## src/rtl/dbg_unlock_pkg.sv

```systemverilog
package dbg_unlock_pkg;

    localparam int KEY_W_DEF = 64;

    typedef enum logic [1:0] {
        OP_IDLE    = 2'd0,
        OP_CAPTURE = 2'd1,
        OP_SHIFT   = 2'd2,
        OP_UPDATE  = 2'd3
    } tap_op_e;

    typedef struct packed {
        logic emu;
        logic boot;
    } unlock_t;

    // Capture wins over shift, shift over update.
    function automatic tap_op_e decode_op(input logic cap, input logic sh, input logic upd);
        tap_op_e op;
        if (cap)      op = OP_CAPTURE;
        else if (sh)  op = OP_SHIFT;
        else if (upd) op = OP_UPDATE;
        else          op = OP_IDLE;
        return op;
    endfunction

    function automatic unlock_t unlock_all(input logic v);
        unlock_t u;
        u.emu  = v;
        u.boot = v;
        return u;
    endfunction

endpackage

```

## src/rtl/key_shift_reg.sv

```systemverilog
module key_shift_reg
    import dbg_unlock_pkg::*;
#(
    parameter int KEY_W = KEY_W_DEF
) (
    input  logic             clk,
    input  logic             rst,
    input  tap_op_e          op,
    input  logic             tdi,
    output logic [KEY_W-1:0] sr_o,
    output logic             tdo
);
    logic [KEY_W-1:0] sr_q;

    always_ff @(posedge clk) begin
        if (rst) begin
            sr_q <= '0;
        end else begin
            case (op)
                OP_CAPTURE: sr_q <= '0;
                OP_SHIFT:   sr_q <= {tdi, sr_q[KEY_W-1:1]};
                default:    sr_q <= sr_q;
            endcase
        end
    end

    assign sr_o = sr_q;
    assign tdo  = sr_q[0];
endmodule

```

## src/rtl/key_compare.sv

```systemverilog
module key_compare
    import dbg_unlock_pkg::*;
#(
    parameter int KEY_W = KEY_W_DEF,
    parameter int SLICE = 16
) (
    input  tap_op_e          op,
    input  logic [KEY_W-1:0] candidate,
    input  logic [KEY_W-1:0] secret,
    output logic             accept_o
);
    localparam int NSL = (KEY_W + SLICE - 1) / SLICE;

    logic [NSL-1:0] slice_eq;

    // Balanced compare: per-slice equality, then a reduction AND.
    for (genvar g = 0; g < NSL; g++) begin : g_slice
        localparam int LO = g * SLICE;
        localparam int HI = ((g + 1) * SLICE > KEY_W) ? KEY_W - 1 : (g + 1) * SLICE - 1;
        assign slice_eq[g] = (candidate[HI:LO] == secret[HI:LO]);
    end

    assign accept_o = (op == OP_UPDATE) && (&slice_eq);
endmodule

```

## src/rtl/unlock_latch.sv

```systemverilog
module unlock_latch
    import dbg_unlock_pkg::*;
(
    input  logic    clk,
    input  logic    rst,
    input  logic    sec_en,
    input  logic    accept,
    output unlock_t state_o
);
    unlock_t st_q;

    always_ff @(posedge clk) begin
        if (rst) begin
            st_q <= unlock_all(~sec_en);
        end else if (accept) begin
            st_q <= unlock_all(1'b1);
        end
    end

    assign state_o = st_q;
endmodule

```

## src/rtl/dbg_unlock_gate.sv

```systemverilog
module dbg_unlock_gate
    import dbg_unlock_pkg::*;
#(
    parameter int KEY_W = KEY_W_DEF
) (
    input  logic             clk,
    input  logic             rst,
    input  logic             sec_en,
    input  logic             dr_capture,
    input  logic             dr_shift,
    input  logic             dr_update,
    input  logic             tdi,
    input  logic [KEY_W-1:0] stored_key,
    output logic             tdo,
    output logic             emu_unlock,
    output logic             boot_unlock
);
    tap_op_e          op;
    logic [KEY_W-1:0] sr;
    logic             accept;
    unlock_t          st;

    assign op = decode_op(dr_capture, dr_shift, dr_update);

    key_shift_reg #(.KEY_W(KEY_W)) u_sr (
        .clk (clk),
        .rst (rst),
        .op  (op),
        .tdi (tdi),
        .sr_o(sr),
        .tdo (tdo)
    );

    key_compare #(.KEY_W(KEY_W)) u_cmp (
        .op       (op),
        .candidate(sr),
        .secret   (stored_key),
        .accept_o (accept)
    );

    unlock_latch u_lat (
        .clk    (clk),
        .rst    (rst),
        .sec_en (sec_en),
        .accept (accept),
        .state_o(st)
    );

    assign emu_unlock  = st.emu;
    assign boot_unlock = st.boot;
endmodule

```

## config.mk

```make
export PLATFORM = sky130hd
export DESIGN_NAME = dbg_unlock_gate
export DESIGN_NICKNAME = d
export VERILOG_FILES = /design/src/rtl/dbg_unlock_pkg.sv /design/src/rtl/key_shift_reg.sv /design/src/rtl/key_compare.sv /design/src/rtl/unlock_latch.sv /design/src/rtl/dbg_unlock_gate.sv
export SDC_FILE = /design/constraint.sdc
export NUM_CORES = 1
export LEC_CHECK = 0
export ABC_AREA = 1
export BUFFER_PORTS_ARGS = -buffer_cell sky130_fd_sc_hd__clkbuf_2
export CAP_MARGIN = 25
export CORE_MARGIN = 4
export CORE_UTILIZATION = 30
export DETAILED_ROUTE_END_ITERATION = 10
export GPL_TIMING_DRIVEN = 1
export HOLD_SLACK_MARGIN = 0.02
export SYNTH_ARGS = -nofsm -noshare
export SYNTH_HDL_FRONTEND = slang
export SYNTH_HIERARCHICAL = 1
export SYNTH_SLANG_ARGS = --single-unit
```

## constraint.sdc

```tcl
create_clock -name clk -period 2.5 [get_ports clk]
set_input_delay 0.5 -clock clk [delete_from_list [all_inputs] [get_ports clk]]
set_output_delay 0.5 -clock clk [all_outputs]
set_load 0.03 [all_outputs]
```

# Yosys cells after proc, flatten, opt, wreduce, memory -nomap -nowiden
# Index checks and enable logic that the tools add are counted.
[word_totals] reg_bits=66 inputBits=71 output_inout_bits=3 elab_cells=21
[classes] n_eq_ne=7 mux=6 bitwise_logic=1 n_reduce_logical=4
[op_table] operator="$pmux 64 s2" n=1
[op_table] operator="$eq 16x16->1" n=4
[op_table] operator="$mux 2" n=5
[op_table] operator="$eq 2x2->1 const B" n=2
[op_table] operator="$reduce_and 4->1" n=1
[op_table] operator="$reduce_bool 2->1" n=2
[op_table] operator="$eq 2x1->1 const B" n=1
[op_table] operator="$logic_and 1x1->1" n=1
[op_table] operator="$not 1->1" n=1

# Depth between registers and ports, before layout
# Gate-level depths: netlist (run 1).
[depth] depth_word=7 mapped_depth=13 ltp_nobuf=13

# Hierarchy
# The synthesis (run 1) kept the hierarchy.
[by_module_without_submodules] module="key_shift_reg" n_inst=1 cells_each=287 area_each_um2=2512.4
[by_module_without_submodules] module="key_compare" n_inst=1 cells_each=252 area_each_um2=1099.8
[by_module_without_submodules] module="unlock_latch" n_inst=1 cells_each=6 area_each_um2=52.6
[by_module_without_submodules] module="dbg_unlock_gate" n_inst=1 cells_each=6 area_each_um2=22.5

# Worst setup path after synthesis (run 1)
# OpenSTA, ideal clock, no wires.
[synth_path] path_type="reg2reg" startpoint="reg u_sr.sr_q[0], in the netlist u_sr/sr_o[0]" endpoint="reg u_lat.st_q, in the netlist u_lat/state_o[0] (enable)" arrival_time_ns=1.293 path_slack_ns=0.916 stages_incl_launch_ff=12 path_buffers=1 synth_period_minus_slack_ns=1.584 cell_sequence="dfxtp_1 buf_4 inv_1 nand2_1 o21ai_0 nor2_1 nand2_1 nor2_1 nand3_1 nor2_1 inv_1 nand2_1"
[synth_via] elab_chain_len=4
[synth_lines] element="from (decl)" line="key_shift_reg.sv:13" rtl="logic [KEY_W-1:0] sr_q;"
[synth_lines] element="from (signal assigned)" line="key_shift_reg.sv:21" rtl="OP_SHIFT: sr_q <= {tdi, sr_q[KEY_W-1:1]};"
[synth_lines] element="from (signal assigned)" line="key_shift_reg.sv:22" rtl="default: sr_q <= sr_q;"
[synth_lines] element="$eq 16x16->1" line="key_compare.sv:20" rtl="assign slice_eq[g] = (candidate[HI:LO] == secret[HI:LO]);"
[synth_lines] element="$reduce_and 4->1" line="key_compare.sv:23" rtl="assign accept_o = (op == OP_UPDATE) && (&slice_eq);"
[synth_lines] element="$logic_and 1x1->1" line="key_compare.sv:23"
[synth_lines] element="net accept" line="dbg_unlock_gate.sv:20" rtl="logic accept;"
[synth_lines] element="$reduce_bool 2->1 (no source line)"
[synth_lines] element="to (signal assigned)" line="unlock_latch.sv:14" rtl="st_q <= unlock_all(~sec_en);"
[synth_lines] element="to (signal assigned)" line="unlock_latch.sv:16" rtl="st_q <= unlock_all(1'b1);"
[synth_lines] element="to (decl)" line="unlock_latch.sv:10" rtl="unlock_t st_q;"
# The timed path passes the listed nets, and every way through them passes these cells.
# A chain may end at the register's enable or synchronous reset.

# Worst setup path in the final report (run 1)
[layout_path] startpoint="in dr_update" endpoint="reg u_lat.st_q, in the netlist u_lat/state_o[0] (enable)"
[layout_via] elab_chain_len=6
[layout_lines] element="from (decl)" line="dbg_unlock_gate.sv:11" rtl="input logic dr_update,"
[layout_lines] element="$mux 2" line="dbg_unlock_pkg.sv:22" rtl="else if (upd) op = OP_UPDATE;"
[layout_lines] element="$mux 2" line="dbg_unlock_pkg.sv:21" rtl="else if (sh) op = OP_SHIFT;"
[layout_lines] element="$mux 2" line="dbg_unlock_pkg.sv:20" rtl="if (cap) op = OP_CAPTURE;"
[layout_lines] element="net op[1]" line="dbg_unlock_gate.sv:18" rtl="tap_op_e op;"
[layout_lines] element="$eq 2x2->1" line="key_compare.sv:23"
[layout_lines] element="$logic_and 1x1->1" line="key_compare.sv:23"
[layout_lines] element="net accept" line="dbg_unlock_gate.sv:20"
[layout_lines] element="$reduce_bool 2->1 (no source line)"
# The timed path passes the listed nets, and every way through them passes these cells.

==> metrics, run 1 <==
status completed; Hold Startpoint sec_en; Antenna Nets Post-Route 0; root buf cell clkbuf_16; CP cell instances clkbuf_2 > nor2_1 > nor2_1 > nand2_1 > a21oi_1 > nand2_1 > nor2_1 > nand2_1 > nor2_1 > nand3_1 > nor2_1 > inv_1 > nand2_1; fin crit share 61.6%; Clock Skew 0.00332 ns; area share of the largest cell type after synthesis 34.7%; largest net degree at the start of global routing 67; CP top delay family simple AND/OR/NAND/NOR gates; worst-margin pin slew 0.326 ns; Setup CP Type input pin to flip-flop; Port Buf Inserts 73; H-tree depth 3; worst hold path type input pin to flip-flop; most used cell, CP nor2_1; CP startpoint kind input pin; Final setup viols 0; FP Rows 40; Pleak 0.00176 uW; PD cells 601 nW/um^2; Via Count 3522; setup TNS 0 ns; Final Instance Area 4360 um^2; Residual DRC 0; Multi-input gate area 1820 um^2; antenna violations before repair 0; commonest non-fill, non-tap cell in the layout nand2_1; top-level port count 74; Synth Register Bits 65; relative slew slack 78.1%; area post-placement 4060 um^2; layout cell share with drive strength beyond 1 19.7%; Worst R2R Start u_sr/sr_o[0]$_SDFFE_PP0P_; first-pass GRT wire length 17100 um; Worst Path Required 2.55 ns; DRT Wirelength 10800 um; CTS Buffer Depth 2; CTS sink count 65; area grow syn2layout 18.2%; VDD IR max 0.285 mV; Die Area 14100 um^2; endpoints failing hold 0; CP Capture Type flip-flop; simple-gate share of the synthesized area 31.3%; shortest period the worst path allows 1.54 ns; cell area after synthesis 3690 um^2; XOR/XNOR Fraction of Synth Area 4.99%; vias per cell 4.62; CTS tree done; cell count after synthesis 551; Die Height 119 um; first-pass iteration count of the detailed router 4; Post-CTS Hold Fix Bufs 0; diodes inserted 0; GPL Wtd Cong 0.823; setup bufs post-CTS 0; synth warn 6; Critical-path top delay cell nor2_1; fill cell count 1263; Clock Latency Late Sink 0.33 ns; largest family of logic cells by synthesized area simple AND/OR/NAND/NOR gates; CP Data Arrival Time 1.59 ns; number of gates resized after CTS 0; max-cap violations 0; syn avg cell area 6.69 um^2; GRT Total Usage 15.4%; CP peak stage delay 0.13 ns; cts bufs inserted 9; fraction of the mapped netlist area in adder cells 0.339%; Unique masters post-synth 21; Slew Viols, Final 0; CTS clk-pin slew, worst paths 0.05 ns; Buffers & Inverters on Critical Path 2; Peak Freq 0.649 GHz; Initial Utilization 30.7%; leading cell types in the layout, fill and taps excluded nand2_1, inv_1, clkbuf_2, nand3_1, dfxtp_1; Final nets 682; CP Max Fanout 2; vias in the first global route 3382; drt wl/cell 14.2 um; CP Launch Point dr_update; Synth area leader dfxtp_1; HPWL after DPL 7800 um; Synth Area in Compound Gates 12.8%; First DRT Iteration DRCs 284; multiplexer area fraction after synthesis 0%; net count after synthesis 623; Reg area 1310 um^2; grt ovf 0; sequential share of the synthesized area 35.6%; Die Width 119 um; ranking of synthesized cells by area dfxtp_1, nand2_1, nand3_1; Core ar. 12000 um^2; RSZ-0062 raised after global routing false
per-stage QoR:
step | util [%] | instances | total power [uW] | setup slack (ns) | hold WS, ns
after detailed placement | 33.8 | 746 | 1390 | 0.629 | 0.477
after floorplan | - | 551 | 1300 | 0.916 | 0.450
after global placement | 33.8 | 746 | 1390 | 0.661 | 0.467
final | 36.3 | 762 | 2620 | 0.960 | 0.450
after global routing | 36.3 | 762 | 2710 | 0.746 | 0.454
after CTS | 36.3 | 762 | 2650 | 0.959 | 0.446
sequential cells by signal (all words and copies together), names as in the netlist:
name           count
u_sr/sr_o         64
u_lat/state_o      1
Yosys cell counts:
cell type,number
ha_1,1
dfxtp_1,64
buf_12,1
buf_2,7
nand2_2,12
xor2_1,1
nor2_1,27
o221ai_1,1
nand3_1,67
inv_2,1
inv_1,78
o22ai_1,8
o21ai_0,7
buf_4,9
nand2_1,166
buf_6,12
xnor2_1,20
a21oi_1,51
a21oi_2,14
nand4_1,3
edfxtp_1,1
path summary, 6_finish.rpt:
check	endpoint	slack, ns	depth (start not counted)
min	u_lat/state_o[0]$_SDFFCE_PN1P_	0.45	2
min reg2reg	u_sr/sr_o[3]$_SDFFE_PP0P_	0.49	2
max	u_lat/state_o[0]$_SDFFCE_PN1P_	0.96	13
max reg2reg	u_lat/state_o[0]$_SDFFCE_PN1P_	0.97	10
final cells by class:
class / instances / share of cell area (%)
clock buffer: 10 / 5.48
clock inverter: 6 / 1.32
inverter: 79 / 6.80
multi-input combinational: 378 / 41.9
sequential: 65 / 30.1
tap: 147 / 4.22
timing repair buffer: 77 / 10.2
power breakdown:
group	switching (uW)	total, uW	internal [uW]
Sequential	1.80	1040	1040
Clock	461	1250	791
Combinational	214	325	110
per-layer routing:
layer	global-route usage, %	vias to the layer above	share of wire [%]
met1	20.5	1566	45
li1	-	1838	-
met4	5.14	0	1.5
met5	0	-	0
met2	24.5	109	46
met3	3.70	9	7.4
kinds of logic after synthesis:
kind of cell               count (synthesis)
AOI/OAI and AO/OA                         81
xor gates and xnor gates                  21
adders and majority gates                  1
buffers and inverters                    108
DFF                                       65
and+or+nand+nor                          275
Note: power is estimated with default switching activity, not from simulation.
==> run 2: changes to the inputs <==
ABC_AREA = 0   (was 1)
clock period = 1.5 ns   (was 2.5 ns; I/O delays follow)
==> run 2 against run 1 <==
Effect of this change:
- the run now ends with setup timing left
- sequential cell count unchanged
- critical endpoint unchanged
- utilization up 5.6 points
- hold slack worse by 0.22 ns
- design area up 4.1%
- count of clock-buffer cells in the layout up 1
- combinational power up 66%
- synthesized cell count down 29%
==> metrics, run 2 <==
status complete, but fails checks; failing checks setup timing; Pleak 0.00180 uW (+2.0%); net count after synthesis 462 (-26%); VDD IR max 0.475 mV (+67%); area share of the largest cell type after synthesis 38.6% (+3.8 points); root buf cell clkbuf_8; drt wl/cell 14.1 um (-0.33%); Die Height 113 um (-4.7%); CTS clk-pin slew, worst paths 0.08 ns (+0.03 ns); Via Count 3084 (-12%); vias per cell 4.67 (+0.94%); endpoints failing hold 0 (unchanged); worst hold path type input pin to flip-flop; max-cap violations 0 (unchanged); GPL Wtd Cong 0.811 (-1.4%); Clock Skew 0.0106 ns (+0.00724 ns); DRT Wirelength 9340 um (-14%); Slew Viols, Final 0 (unchanged); fin worst setup slack -0.303 ns (-1.26 ns); Antenna Nets Post-Route 0 (unchanged); Worst Path Required 1.56 ns (-0.99 ns); Clock Latency Late Sink 0.34 ns (about the same); final design utilization 41.8% (+5.6 points); ranking of synthesized cells by area dfxtp_1, nand3b_1, a21oi_1; largest net degree at the start of global routing 43 (-36%); Synth Register Bits 65 (unchanged); leading cell types in the layout, fill and taps excluded clkbuf_2, buf_4, a21oi_1, nand2_1, nand3b_1; RSZ-0062 raised after global routing true; Post-CTS Hold Fix Bufs 0 (unchanged); relative slew slack 71.6% (-6.5 points); first-pass iteration count of the detailed router 4 (unchanged); vias in the first global route 3099 (-8.4%); Residual DRC 0 (unchanged); synth cell count leaders a21oi_1, nand2_1, dfxtp_1, nand3b_1, xor2_1; diodes inserted 0 (unchanged); Peak Freq 0.555 GHz; CP startpoint kind flip-flop; Unique masters post-synth 26 (+24%); commonest non-fill, non-tap cell in the layout clkbuf_2; M2 GR Usage 23.5% (-0.98 points); first-pass GRT wire length 15200 um (-11%); shortest period the worst path allows 1.80 ns; CTS Buffer Depth 2 (unchanged); top_reg_cell synth dfxtp_1; Synth area leader dfxtp_1; CP Data Arrival Time 1.86 ns (+0.27 ns); Final nets 588 (-14%); CTS sink count 65 (unchanged); top-level port count 74 (unchanged); PD cells 872 nW/um^2 (+45%); GR peak layer met2; layout cell share with drive strength beyond 1 33.8% (+14 points); CTS tree done; area grow syn2layout 36.5%; Inst Count DP 645 (-14%); Setup CP Type flip-flop to flip-flop; grt ovf 0 (unchanged); met3 Resource Use GR 3.16% (-0.55 points); asr flop ratio synth 0% (unchanged); sequential share of the synthesized area 39.5% (+3.9 points); worst-margin pin slew 0.425 ns (+0.0995 ns); syn avg cell area 8.52 um^2 (+27%); Post-synth EDFFs 1 (unchanged); First DRT Iteration DRCs 204 (-28%); Final Power 3950 uW (+51%); Placement Setup Slack -0.394 ns (-1.02 ns); Initial Utilization 30.7% (-0.042 points); Port Buf Inserts 73 (unchanged); CP Capture Type flip-flop; Die Width 113 um (-4.7%); Final setup viols 1 (+1); final std cells w/o fill 661 (-13%); antenna violations before repair 0 (unchanged); GRT Total Usage 15.1% (-0.29 points); cell count after synthesis 390 (-29%); Die Area 12800 um^2 (-9.2%); fin crit share 120%; CP Max Fanout 2 (unchanged); H-tree depth 3 (unchanged); HPWL after DPL 7150 um (-8.3%); synth warn 6 (unchanged); cts bufs inserted 9 (unchanged); cell area after synthesis 3320 um^2 (-9.9%); Core ar. 10800 um^2 (-9.7%); max reg flops 64 (unchanged); FP Rows 38 (-5.0%); met1 global-route usage 20.2% (-0.27 points); Hold WS 0.230 ns (-0.220 ns)
## run 2: per-layer routing
layer / vias up / wire length, um
met2: 75 / 4270
met5: - / 0
met3: 16 / 496
met4: 0 / 226
li1: 1585 / -
met1: 1408 / 4340
## run 2: kinds of logic after synthesis
logic type               share of synthesized area (%)
AO/OA/AOI/OAI                                     12.0
flip-flops                                        39.5
adder cells (fa/ha/maj)                          0.376
AND/OR/NAND/NOR                                   26.3
XOR/XNOR                                          14.8
buffers and inverters                             7.04
## run 2: metrics by stage
stage / setup TNS [ns] / area [um^2]
2_1_floorplan: -0.185 / 3330
3_3_place_gp: -4.48 / 4250
3_5_place_dp: -5.04 / 4250
4_1_cts: -0.277 / 4510
5_1_grt: -0.420 / 4540
6_report: -0.303 / 4540
## run 2: what timing repair did
action,CTS,global route
buffers inserted,0,0
pin swaps,1,4
setup endpoints to repair,1,1
gates resized for setup,6,4
## run 2: area by class of cell
| type | count | area [um^2] |
|---|---|---|
| well taps | 140 | 175 |
| fillers | 1079 | 6300 |
| repair buffers | 145 | 943 |
| clock inverters | 5 | 57.6 |
| inverters | 10 | 37.5 |
| flip-flops and latches | 65 | 1320 |
| multi-input cells | 285 | 1830 |
| clock buffers | 11 | 174 |
## run 2: path summary, 6_finish.rpt
| check | slack (ns) | depth (start not counted) | endpoint | start |
|---|---|---|---|---|
| max reg2reg | -0.30 | 6 | u_lat/state_o[0]$_SDFFCE_PN1P_ | u_sr/sr_o[25]$_SDFFE_PP0P_ |
| max | -0.30 | 6 | u_lat/state_o[0]$_SDFFCE_PN1P_ | u_sr/sr_o[25]$_SDFFE_PP0P_ |
| min reg2reg | 0.49 | 2 | u_sr/sr_o[21]$_SDFFE_PP0P_ | u_sr/sr_o[21]$_SDFFE_PP0P_ |
| min | 0.23 | 2 | u_lat/state_o[0]$_SDFFCE_PN1P_ | sec_en |
## run 2: worst max-delay path, cell delays in order, from the launching register on
cell	delay (ns)
dfxtp_2	0.33
xor2_1	0.15
nor4_2	0.36
buf_4	0.17
nand4_1	0.10
nor4_2	0.26
or2_1	0.15
## run 2: power by group
group	internal [uW]	total (uW)	switching [uW]
Clock	973	1680	709
Combinational	253	541	288
Sequential	1730	1730	1.90
Total	2960	3950	998
==> run 3: changes to the inputs <==
ABC_AREA = 1   (was 0)
CAP_MARGIN = 20   (was 25)
==> run 3 against run 2 <==
Effect of this change:
- the flow now finishes without violations
- via count grew 19%
- count of clock-buffer cells in the layout shrank 1
- sequential share of layout area is essentially flat
- total power grew 9.8%
- global-route usage grew 0.70 points
- non-clock buffer count shrank 45
- cell count grew 19%
- utilization shrank 3.8 points
- clock skew shrank 0.0052 ns
- fmax grew 25%
- hold slack gained 0.022 ns
- register-to-register slack gained 0.36 ns
- largest cell class unchanged
- largest power group is now clock
==> metrics, run 3 (synthesized netlist as in run 1, its figures left out) <==
Die Area 14100 um^2 (+10%); Setup CP Type flip-flop to flip-flop; drt wl/cell 13.9 um (-1.9%); CP Data Arrival Time 1.49 ns (-0.37 ns); combinational cell fraction of total power 13.3% (-0.4 points); GRT Total Usage 15.8% (+0.70 points); root buf cell clkbuf_16; Post-CTS Hold Fix Bufs 0 (unchanged); area grow syn2layout 23.9%; leading cell types in the layout, fill and taps excluded nand2_1, inv_1, clkbuf_2, nand3_1, a21oi_1; grt ovf 0 (unchanged); HPWL after DPL 8340 um (+17%); H-tree depth 3 (unchanged); CP cell instances xnor2_1 > nand2_1 > nor2_1 > nand2_1 > nor2_1 > nand3_1 > nor2_1 > inv_1 > nand2_2; FP Rows 40 (+5.3%); DRT Wirelength 10900 um (+17%); Pleak 0.00189 uW (+5.3%); top-level port count 74 (unchanged); max-cap violations 0 (unchanged); worst-margin pin slew 0.328 ns (-0.0973 ns); sw frac 25.7% (+0.48 points); fill cell count 1290 (+20%); endpoints failing hold 0 (unchanged); Clock Latency Late Sink 0.33 ns (about the same); Hold WS 0.252 ns (+0.0219 ns); antenna violations before repair 0 (unchanged); Final nets 705 (+20%); first-pass GRT wire length 17600 um (+16%); Antenna Nets Post-Route 0 (unchanged); Sw Pwr 1120 uW (+12%); share of power burned in registers 40.0% (-3.8 points); cell internal pwr 3220 uW (+9.1%); Buffers & Inverters on Critical Path 1 (unchanged); Peak Freq 0.691 GHz (+25%); Final Power 4340 uW (+9.8%); CP Launch Point u_sr/sr_o[63]$_SDFFE_PP0P_; Final setup viols 0 (-1); worst hold path type input pin to flip-flop; CP Max Fanout 3 (+1); Worst R2R Start u_sr/sr_o[63]$_SDFFE_PP0P_; shortest period the worst path allows 1.45 ns (-0.356 ns); CTS clk-pin slew, worst paths 0.06 ns (-0.02 ns); vias in the first global route 3567 (+15%); Die Height 119 um (+5.0%); commonest non-fill, non-tap cell in the layout nand2_1; CTS tree done; CP peak stage delay 0.37 ns (about the same); Critical-path top delay cell dfxtp_1; Initial Utilization 30.7% (+0.042 points); most used cell, CP nor2_1; fin crit share 96.5% (-24 points); Core ar. 12000 um^2 (+11%); Port Buf Inserts 73 (unchanged); status completed; CP startpoint kind flip-flop; Hold Startpoint sec_en; CP Capture Type flip-flop; layout cell share with drive strength beyond 1 26.0% (-7.8 points); PD cells 950 nW/um^2 (+9.0%); Clock Skew 0.00537 ns (-0.00519 ns); First DRT Iteration DRCs 251 (+23%); Via Count 3660 (+19%); final design utilization 38.0% (-3.8 points); setup bufs post-CTS 0 (unchanged); VDD IR max 0.522 mV (+10%); cts bufs inserted 9 (unchanged); vias per cell 4.66 (about the same); RSZ-0062 raised after global routing true; Die Width 119 um (+5.0%); largest net degree at the start of global routing 40 (-7.0%); Slew Viols, Final 0 (unchanged); GPL Wtd Cong 0.883 (+8.8%); CP top delay family simple AND/OR/NAND/NOR gates; CTS Buffer Depth 2 (unchanged); first-pass iteration count of the detailed router 5 (+1); clock share of power 46.7% (+4.2 points); relative slew slack 78.1% (+6.6 points); Residual DRC 0 (unchanged); diodes inserted 0 (unchanged); Worst Path Required 1.54 ns (-0.02 ns); max reg flops 64 (unchanged); CTS sink count 65 (unchanged)
[run 3: power by group through the flow]
stage | clock [uW] | sequential, uW | combinational [uW]
after floorplan | 0 | 1780 | 389
after global placement | 0 | 1770 | 572
after detailed placement | 0 | 1770 | 574
after CTS | 2080 | 1740 | 576
after global routing | 2140 | 1740 | 630
final | 2030 | 1740 | 578
[run 3: cell type report]
type / count / area (um^2) / area share [%]
well taps: 147 / 184 / 4.03
multi-input cells: 378 / 1840 / 40.3
clock inverters: 6 / 58.8 / 1.29
repair buffers: 100 / 631 / 13.8
flip-flops and latches: 65 / 1330 / 29.1
inverters: 79 / 297 / 6.49
clock buffers: 10 / 229 / 5.01
[run 3: per-layer routing]
metal	up-vias	global-route usage (%)	routed length, um	part of all wire [%]
li1	1888	-	-	-
met1	1622	20.2	4880	45
met2	128	25.2	4930	45
met3	22	3.56	698	6.4
met4	0	7.46	368	3.4
met5	-	0	0	0
[run 3: what timing repair did]
action	4_1_cts	5_1_grt
setup endpoints to repair	1	1
pin swaps	1	2
resized for setup	5	18
endpoints found under the hold margin	0	0
[run 3: path summary, 6_finish.rpt]
check                                   end  slack (ns)  cells after the start
max          u_lat/state_o[0]$_SDFFCE_PN1P_        0.05                      9
min          u_lat/state_o[0]$_SDFFCE_PN1P_        0.25                      2
max reg2reg  u_lat/state_o[0]$_SDFFCE_PN1P_        0.05                      9
min reg2reg      u_sr/sr_o[41]$_SDFFE_PP0P_        0.47                      2
[run 3: through the flow]
| stage | instance area (um^2) | setup TNS (ns) | std cells | worst slack (ns) |
|---|---|---|---|---|
| after global placement | 4250 | -0.557 | 769 | -0.159 |
| after floorplan | 3690 | 0 | 551 | 0.0450 |
| after global routing | 4570 | -0.115 | 785 | -0.115 |
| final | 4570 | 0 | 785 | 0.0530 |
| after detailed placement | 4250 | -1.57 | 769 | -0.224 |
| after CTS | 4540 | 0 | 785 | 0.00235 |
